==> src/rtl/txb_pkg.sv <==
package txb_pkg;

  typedef enum logic [2:0] {
    ST_EMPTY   = 3'd0,
    ST_READY   = 3'd1,
    ST_SENDING = 3'd2,
    ST_ABPEND  = 3'd3,
    ST_ABORTED = 3'd4,
    ST_FAILED  = 3'd5,
    ST_DONE    = 3'd6
  } txbState_e;

  typedef enum logic [1:0] {
    CAUSE_OK    = 2'd0,
    CAUSE_ERR   = 2'd1,
    CAUSE_ARB   = 2'd2,
    CAUSE_ABORT = 2'd3
  } unlockCause_e;

  typedef struct packed {
    txbState_e nextState;
    logic      clrRetry;
    logic      incRetry;
    logic      raiseIrq;
  } txbStrobe_t;

  function automatic logic isFinal(txbState_e s);
    return (s == ST_ABORTED) || (s == ST_FAILED) || (s == ST_DONE);
  endfunction

endpackage

==> src/rtl/txb_ctrl.sv <==
module txb_ctrl
  import txb_pkg::*;
(
  input  logic       clk,
  input  logic       rst_n,
  input  txbState_e  curState,
  input  logic       limitHit,
  input  logic       swSetReady,
  input  logic       swSetEmpty,
  input  logic       swSetAbort,
  input  logic       hwLock,
  input  logic       hwUnlock,
  input  logic [1:0] hwUnlockCause,
  output txbStrobe_t strobe
);

  unlockCause_e cause;
  txbState_e    nxt;
  logic         clr;
  logic         inc;

  assign cause = unlockCause_e'(hwUnlockCause);

  always_comb begin
    nxt = curState;
    clr = 1'b0;
    inc = 1'b0;
    unique case (curState)
      ST_EMPTY: begin
        if (swSetReady) begin
          nxt = ST_READY;
          clr = 1'b1;
        end
      end
      ST_READY: begin
        if (hwLock) begin
          nxt = swSetAbort ? ST_ABPEND : ST_SENDING;
        end else if (swSetAbort) begin
          nxt = ST_ABORTED;
        end
      end
      ST_SENDING: begin
        if (hwUnlock) begin
          if (swSetAbort) begin
            nxt = (cause == CAUSE_OK) ? ST_DONE : ST_ABORTED;
          end else begin
            unique case (cause)
              CAUSE_OK:    nxt = ST_DONE;
              CAUSE_ARB:   nxt = ST_READY;
              CAUSE_ABORT: nxt = ST_ABORTED;
              CAUSE_ERR: begin
                if (limitHit) begin
                  nxt = ST_FAILED;
                end else begin
                  nxt = ST_READY;
                  inc = 1'b1;
                end
              end
              default: nxt = curState;
            endcase
          end
        end else if (swSetAbort) begin
          nxt = ST_ABPEND;
        end
      end
      ST_ABPEND: begin
        if (hwUnlock) begin
          nxt = (cause == CAUSE_OK) ? ST_DONE : ST_ABORTED;
        end
      end
      ST_ABORTED, ST_FAILED, ST_DONE: begin
        if (swSetReady) begin
          nxt = ST_READY;
          clr = 1'b1;
        end else if (swSetEmpty) begin
          nxt = ST_EMPTY;
        end
      end
      default: nxt = ST_EMPTY;
    endcase
  end

  always_comb begin
    strobe.nextState = nxt;
    strobe.clrRetry  = clr;
    strobe.incRetry  = inc;
    strobe.raiseIrq  = (nxt != curState) && isFinal(nxt);
  end


  lock_ready_chk: assert property (@(posedge clk) disable iff (!rst_n)
    (curState == ST_READY && hwLock) |=>
      (curState == ST_SENDING || curState == ST_ABPEND));


  abort_ready_chk: assert property (@(posedge clk) disable iff (!rst_n)
    (curState == ST_READY && swSetAbort && !hwLock) |=> (curState == ST_ABORTED));


  empty_hold_chk: assert property (@(posedge clk) disable iff (!rst_n)
    (curState == ST_EMPTY && !swSetReady) |=> (curState == ST_EMPTY));


  abpend_exit_chk: assert property (@(posedge clk) disable iff (!rst_n)
    (curState == ST_ABPEND && hwUnlock) |=>
      (curState == ST_DONE || curState == ST_ABORTED));

endmodule

==> src/rtl/txb_dpath.sv <==
module txb_dpath
  import txb_pkg::*;
#(
  parameter int CNT_W = 4
) (
  input  logic             clk,
  input  logic             rst_n,
  input  txbStrobe_t       strobe,
  input  logic [CNT_W-1:0] retxLimit,
  output txbState_e        stateQ,
  output logic             limitHit,
  output logic             irqQ
);

  localparam logic [CNT_W-1:0] CNT_ZERO = '0;
  localparam logic [CNT_W-1:0] CNT_ONE  = CNT_W'(1);

  logic [CNT_W-1:0] retryQ;

  always_ff @(posedge clk or negedge rst_n) begin
    if (!rst_n) begin
      stateQ <= ST_EMPTY;
      irqQ   <= 1'b0;
      retryQ <= CNT_ZERO;
    end else begin
      stateQ <= strobe.nextState;
      irqQ   <= strobe.raiseIrq;
      if (strobe.clrRetry) begin
        retryQ <= CNT_ZERO;
      end else if (strobe.incRetry) begin
        retryQ <= retryQ + CNT_ONE;
      end
    end
  end

  assign limitHit = (retryQ >= retxLimit);


  irq_entry_chk: assert property (@(posedge clk) disable iff (!rst_n)
    irqQ |-> (isFinal(stateQ) && stateQ != $past(stateQ)));


  irq_single_chk: assert property (@(posedge clk) disable iff (!rst_n)
    irqQ |=> !irqQ);


  failed_src_chk: assert property (@(posedge clk) disable iff (!rst_n)
    (stateQ == ST_FAILED && $past(stateQ) != ST_FAILED) |-> ($past(stateQ) == ST_SENDING));

endmodule

==> src/rtl/tx_buffer_fsm.sv <==
module tx_buffer_fsm
  import txb_pkg::*;
#(
  parameter int CNT_W = 4
) (
  input  logic             clk,
  input  logic             rst_n,
  input  logic             swSetReady,
  input  logic             swSetEmpty,
  input  logic             swSetAbort,
  input  logic             hwLock,
  input  logic             hwUnlock,
  input  logic [1:0]       hwUnlockCause,
  input  logic [CNT_W-1:0] retxLimit,
  output logic [2:0]       bufState,
  output logic             readyForArb,
  output logic             stateIrq
);

  txbStrobe_t strobe;
  txbState_e  stateQ;
  logic       limitHit;
  logic       irqQ;

  txb_ctrl u_ctrl (
    .clk           (clk),
    .rst_n         (rst_n),
    .curState      (stateQ),
    .limitHit      (limitHit),
    .swSetReady    (swSetReady),
    .swSetEmpty    (swSetEmpty),
    .swSetAbort    (swSetAbort),
    .hwLock        (hwLock),
    .hwUnlock      (hwUnlock),
    .hwUnlockCause (hwUnlockCause),
    .strobe        (strobe)
  );

  txb_dpath #(.CNT_W(CNT_W)) u_dpath (
    .clk       (clk),
    .rst_n     (rst_n),
    .strobe    (strobe),
    .retxLimit (retxLimit),
    .stateQ    (stateQ),
    .limitHit  (limitHit),
    .irqQ      (irqQ)
  );

  assign bufState    = stateQ;
  assign readyForArb = (stateQ == ST_READY);
  assign stateIrq    = irqQ;


  arb_flag_chk: assert property (@(posedge clk) disable iff (!rst_n)
    (stateQ == ST_READY && !hwLock && !swSetAbort) |=> readyForArb);

endmodule

==> config.mk <==
export PLATFORM = sky130hd
export DESIGN_NAME = tx_buffer_fsm
export DESIGN_NICKNAME = d
export VERILOG_FILES = /design/src/rtl/txb_pkg.sv /design/src/rtl/txb_ctrl.sv /design/src/rtl/txb_dpath.sv /design/src/rtl/tx_buffer_fsm.sv
export SDC_FILE = /design/constraint.sdc
export NUM_CORES = 1
export LEC_CHECK = 0
export CAP_MARGIN = 10
export CORE_MARGIN = 2
export CORE_UTILIZATION = 25
export DETAILED_ROUTE_END_ITERATION = 7
export MAX_ROUTING_LAYER = met4
export PLACE_DENSITY = 0.44
export SLEW_MARGIN = 25
export SYNTH_ARGS = -nofsm -noshare
export SYNTH_HDL_FRONTEND = slang
export SYNTH_SLANG_ARGS = --single-unit
==> constraint.sdc <==
create_clock -name clk -period 3.3 [get_ports clk]
set_input_delay 0.825 -clock clk [delete_from_list [all_inputs] [get_ports clk]]
set_output_delay 0.825 -clock clk [all_outputs]
set_load 0.005 [all_outputs]
==> results of run 1 <==
==> report_power, final <==
group	total (uW)	switching (uW)	internal [uW]
combinational	234	106	128
clock	74.2	32.7	41.6
sequential	178	57.0	121
==> worst paths after layout <==
| path | from | to | slack (ns) |
|---|---|---|---|
| min in group asynchronous | rst_n | u_dpath.retryQ[2] | 0.85 |
| min reg2reg | u_dpath.retryQ[3] | u_dpath.retryQ[3] | 0.50 |
| max in group asynchronous | rst_n | u_dpath.stateQ[0] | 2.19 |
| max | retxLimit[3] | u_dpath.irqQ | 0.80 |
| max reg2reg | u_dpath.retryQ[0] | u_dpath.retryQ[3] | 1.43 |
| min | u_dpath.retryQ[3] | u_dpath.retryQ[3] | 0.50 |
==> metal layers <==
layer	routed length (um)	track usage [%]	up-vias	share of wire, %
met5	0	-	-	0
met4	0	1.66	0	0
met3	93	4.76	0	6.2
met2	645	15.9	19	43
met1	756	14.9	260	51
li1	-	-	316	-
==> worst max-delay path, stage by stage <==
cell	delay, ns
clkdlybuf4s50_1	0.46
inv_1	0.04
ha_1	0.28
o211ai_1	0.08
o21ai_0	0.39
a21oi_1	0.13
o221a_2	0.29
a211oi_1	0.16
==> cell usage after synthesis, drive strengths merged <==
master   count
nor2b        1
o221a        1
a211oi       2
buf          2
inv         11
a21oi        3
o21a         1
nor4b        1
nor2         6
a32oi        1
o211ai       3
nor3b        2
ha           9
nor4         1
a211o        1
dfrtp        8
nand2        6
mux2i        3
nand4        2
nand3        2
a2111oi      1
o21ai        3
nand2b       1
a41oi        1
or4          1
xnor2        2
nand3b       1
a21bo        1
==> final cells by class <==
cell class	instances	area [um^2]	area share, %
multi-input combinational	56	444	48.4
clock buffer	3	22.5	2.46
sequential	8	200	21.8
inverter	11	41.3	4.50
timing repair buffer	17	170	18.6
tap	31	38.8	4.23
==> layout by cell type, fill, tap and decap left out, types with 3 or more instances in the layout <==
master / n
clkdlybuf4s50_1: 17
inv_1: 10
clkbuf_4: 3
o211ai_1: 3
o21ai_0: 3
ha_1: 9
mux2i_1: 3
a21oi_1: 3
dfrtp_1: 8
nand2_1: 6
nor2_1: 5
==> stage by stage <==
stage | setup WS (ns) | hold WS, ns | area (um^2) | utilization [%] | power [uW]
6_report | 0.803 | 0.495 | 917 | 33.8 | 486
5_1_grt | 0.610 | 0.515 | 917 | 33.8 | 536
4_1_cts | 0.780 | 0.494 | 917 | 33.8 | 493
3_5_place_dp | 0.526 | 0.490 | 895 | 33.0 | 414
3_3_place_gp | 0.589 | 0.489 | 895 | 33.0 | 423
2_1_floorplan | 1.14 | 0.449 | 702 | - | 319
==> kinds of logic after synthesis <==
logic type | share of synthesized area [%]
compound gates | 18.7
xor+xnor | 2.50
fa+ha+maj | 16.0
buf+inv | 8.20
flops | 28.5
mux | 4.28
simple gates | 21.7
==> registers in the layout (all words and copies together) (netlist names) <==
register	count
u_dpath.irqQ	1
u_dpath.retryQ	4
u_dpath.stateQ	3
==> metrics.txt, run 1 <==
Initial DRC Count=19; CTS buffer count=3; Worst Path Required=3.46 ns; Finished Layout Cells=126; routed len/inst=11.9 um; DIE WIDTH=around 57 um; headroom to the max-slew limit=69.8%; Yosys Warn Count=0; GPL Wtd Cong=about 0.80; TritonRoute pass-1 iters=4; clk sinks=8; Crit Path Class=primary input to flip-flop; number of distinct library cells after synthesis=32; R2R depth=7; unrepaired setup endpoints after global routing=false; Yosys reg bits=8; fin nets=119; io pins=18; H-tree depth=1; Synth-to-Final Area Change=30.7%; CTS Root Buffer Type=clkbuf_4; f_max=400 MHz; die area=around 3200 um^2; Hold Buf Count CTS=0; Worst Hold Class=flip-flop to flip-flop; post_cts resized=0; Final Setup Violations=0; fin. max-slew vios=0; largest net degree at the start of global routing=16; clk_skew=around 0.0047 ns; Post-DRT Antenna Nets=0; Fin Setup TNS=0 ns; GR Overflow Total=0; Initial Util=around a quarter; Setup Fix Bufs, Post-CTS=0; Placed Cells=roughly 120; first-pass GRT wire length=roughly 2800 um; fin crit period=approximately 2.5 ns; share of layout cells above drive strength 1=under 10%; diode count=0; sequential area share after synthesis=between 20 and 30%; Synth area leader=dfrtp_1; core area=2710 um^2; Peak VDD IR=420 uV; Vert. Die Dim=between 50 and 60 um; vias in the first global route=661; Crit path arrival time=around 2.7 ns; clk_lat worst skew=around 0.25 ns; synthesized cell area=702 um^2; leakage=0.000406 uW; vias=595; DRT Wirelength=around 1500 um; CP max FO=2; Synth Instances=between 70 and 80; gr usage total=~11%; Fin. Hold Viols=0; initial antenna violation count=0; I/O Buffers=17; Filler Cell Count=290; startpoint types=primary input; Post-Syn Area per Cell=roughly 9.1 um^2; CTS max path bufs=2; CTS clk-pin slew, worst paths=about 0.050 ns; # DRC=0; Max-cap violations=0; num rows=19; CTS tree=done; Power Dens Cells=approximately 530 nW/um^2; Period Utilization, post-route=about three quarters; hold path depth=1; top post-synthesis cells by area=dfrtp_1, ha_1, inv_1; Post-Syn Nets=between 90 and 100; post-synth top area share=28.5%; Setup crit end kind=flip-flop; Vias/cell=roughly 4.7; status=completed; Slew @ Worst Pin=between 0.4 and 0.5 ns; Post-DP HPWL=1210 um
(Power assumes the default switching activity.)
==> run 2, diff against run 1 <==
==> constraint.sdc (replaced) <==
create_clock -name clk -period 2.4 [get_ports clk]
set_input_delay 0.6 -clock clk [delete_from_list [all_inputs] [get_ports clk]]
set_output_delay 0.6 -clock clk [all_outputs]
set_load 0.005 [all_outputs]
==> run 2 against run 1 <==
Net effect:
- utilization is 2.8 points higher
- via count grew 7.7%
- critical path depth rose by 1
- register-to-register slack got worse by 0.94 ns
- power up 45%
- sequential power rose by 18%
- worst setup slack worse by 0.65 ns
- non-clock buffer count is 10 higher
- first-iteration DRC count is 16% lower
- count of clock-buffer cells in the layout unchanged
- highest routed layer unchanged
==> metrics.txt, run 2 (same netlist as run 1, synthesis figures left out) <==
fin crit period=2.25 ns; Biggest register=u_dpath.retryQ; Final Setup Violations=0 (unchanged); vias=641 (+7.7%); num rows=19 (unchanged); Fin. Hold Viols=0 (unchanged); core area=2710 um^2 (unchanged); io pins=18 (unchanged); status=completed; fin. max-slew vios=0 (unchanged); final worst slack=0.152 ns (-0.651 ns); R2R setup slack=0.49 ns (-0.94 ns); headroom to the max-slew limit=73.9% (+4.1 points); R2R depth=8 (+1); Int Pwr=427 uW (+47%); Psw=280 uW (+43%); Power Dens Cells=712 nW/um^2 (+34%); vias in the first global route=622 (-5.9%); post-layout util=36.6% (+2.8 points); Initial DRC Count=16 (-3); Vias/cell=4.71 (-0.19%); fin nets=129 (+8.4%); Hold Buf Count CTS=0 (unchanged); Critical Path Stages=9 (+1); initial antenna violation count=0 (unchanged); Setup Fix Bufs, Post-CTS=0 (unchanged); Net Sw Frac=39.5% (-0.79 points); Peak VDD IR=486 uV (+16%); largest registers=u_dpath.retryQ (4), u_dpath.stateQ (3), u_dpath.irqQ (1); share of layout cells above drive strength 1=18.1% (+8.6 points); GR Overflow Total=0 (unchanged); Logic pwr share=55.5% (+7.3 points); Synth-to-Final Area Change=41.4%; CP Launch Point=retxLimit[1]; # DRC=0 (unchanged); critical-path cell list=clkdlybuf4s50_1 -> inv_1 -> ha_1 -> o211ai_1 -> o21ai_0 -> buf_4 -> nor4_4 -> nand4_1 -> mux2i_1; CTS buffer count=3 (unchanged); CTS tree=done; gr usage total=11.2% (+0.075 points); pre-CTS setup slack=-0.117 ns (-0.643 ns); f_max=~440 MHz; Max-cap violations=0 (unchanged); commonest non-fill, non-tap cells in the layout=clkdlybuf4s50_1, inv_1, buf_4; Critical Path End=u_dpath.retryQ[3]; Clk pwr share=14.8% (-0.5 points); Vert. Die Dim=57.0 um (unchanged); leakage=0.000456 uW (+12%); Worst Hold Class=flip-flop to flip-flop; startpoint types=primary input; routed len/inst=11.7 um (-1.2%); WP buf/inv=3 (+1); Crit path arrival time=2.38 ns (-0.28 ns); clk_lat worst skew=0.25 ns (about the same); unrepaired setup endpoints after global routing=false; Slew @ Worst Pin=0.382 ns (-0.0594 ns); CTS max path bufs=2 (unchanged); TritonRoute pass-1 iters=2 (-2); Setup crit end kind=flip-flop; first-pass GRT wire length=2790 um (+0.50%); diode count=0 (unchanged); Period Utilization, post-route=93.7%; CTS clk-pin slew, worst paths=0.05 ns (about the same); Largest register FFs=4 (unchanged); CP top delay family=buffers and inverters; CTS Root Buffer Type=clkbuf_4; Initial Util=25.9% (unchanged); Post-DRT Antenna Nets=0 (unchanged); DIE WIDTH=57.0 um (unchanged); I/O Buffers=17 (unchanged); DRT Wirelength=1590 um (+6.6%); worst reg2reg endpoint=u_dpath.retryQ[3]; CP max FO=5 (+3); GPL Wtd Cong=0.822 (+3.1%); clk_skew=0.00278 ns (-0.00191 ns); die area=3250 um^2 (unchanged); Crit Path Class=primary input to flip-flop; H-tree depth=1 (unchanged); largest net degree at the start of global routing=10 (-6); clk sinks=8 (unchanged); Slowest cell on crit path=clkdlybuf4s50_1; Critical Path Max Stage Delay=0.46 ns (about the same); commonest non-fill, non-tap cell in the layout=clkdlybuf4s50_1; sequential power share=29.7% (-6.9 points); post_cts resized=0 (unchanged); Worst Path Required=2.54 ns (-0.92 ns); worst r2r src=u_dpath.retryQ[0]; Post-DP HPWL=1320 um (+9.0%)
## run 2: cell types whose count changed in the layout (fill, tap and decap cells not counted), sizes merged
cell | before | now
buf | 0 | 10
## run 2: worst min-delay path by stage
stage	slack (ns)	depth (start not counted)	start	endpoint
floorplan	0.30	0	rst_n	u_dpath.irqQ
detailed placement	0.49	1	u_dpath.retryQ[3]	u_dpath.retryQ[3]
global placement	0.49	1	u_dpath.retryQ[3]	u_dpath.retryQ[3]
finish	0.49	1	u_dpath.retryQ[3]	u_dpath.retryQ[3]
global route	0.53	1	u_dpath.retryQ[3]	u_dpath.retryQ[3]
CTS	0.50	1	u_dpath.retryQ[3]	u_dpath.retryQ[3]
## run 2: power groups by stage
stage,logic (uW),registers (uW),clock network (uW)
floorplan,232,206,0
global placement,399,214,0
detailed placement,395,212,0
CTS,398,211,110
global route,440,218,120
finish,392,210,104
## run 2: metrics by stage
| stage | cells | area, um^2 | hold slack, ns | setup TNS [ns] | power, uW |
|---|---|---|---|---|---|
| final | 136 | 992 | 0.486 | 0 | 707 |
| after global routing | 136 | 992 | 0.526 | 0 | 778 |
| after CTS | 136 | 992 | 0.501 | 0 | 718 |
| after detailed placement | 133 | 970 | 0.492 | -0.306 | 607 |
| after global placement | 133 | 970 | 0.488 | -0.269 | 613 |
| after floorplan | 77 | 702 | 0.304 | 0 | 438 |
## run 2: layout make-up
| type | instances | area, um^2 |
|---|---|---|
| multi-input cells | 56 | 444 |
| fillers | 302 | 1720 |
| flip-flops and latches | 8 | 200 |
| clock buffers | 3 | 22.5 |
| repair buffers | 27 | 245 |
| well taps | 31 | 38.8 |
| inverters | 11 | 41.3 |
## run 2: per-layer routing
layer / vias up / routed length [um] / global-route usage [%]
met5: - / 0 / -
met4: 0 / 0 / 1.99
met3: 0 / 77 / 4.31
met2: 15 / 681 / 15.9
met1: 289 / 835 / 15.3
li1: 337 / - / -
==> run 3, diff against run 2 <==
--- a/config.mk
+++ b/config.mk
@@ -9,6 +9,7 @@
 export CORE_MARGIN = 2
 export CORE_UTILIZATION = 25
 export DETAILED_ROUTE_END_ITERATION = 7
+export GPL_ROUTABILITY_DRIVEN = 0
 export MAX_ROUTING_LAYER = met4
 export PLACE_DENSITY = 0.44
 export SLEW_MARGIN = 25
==> results of run 3 <==
The final DEF is identical to that of run 2; final timing and power are the same.
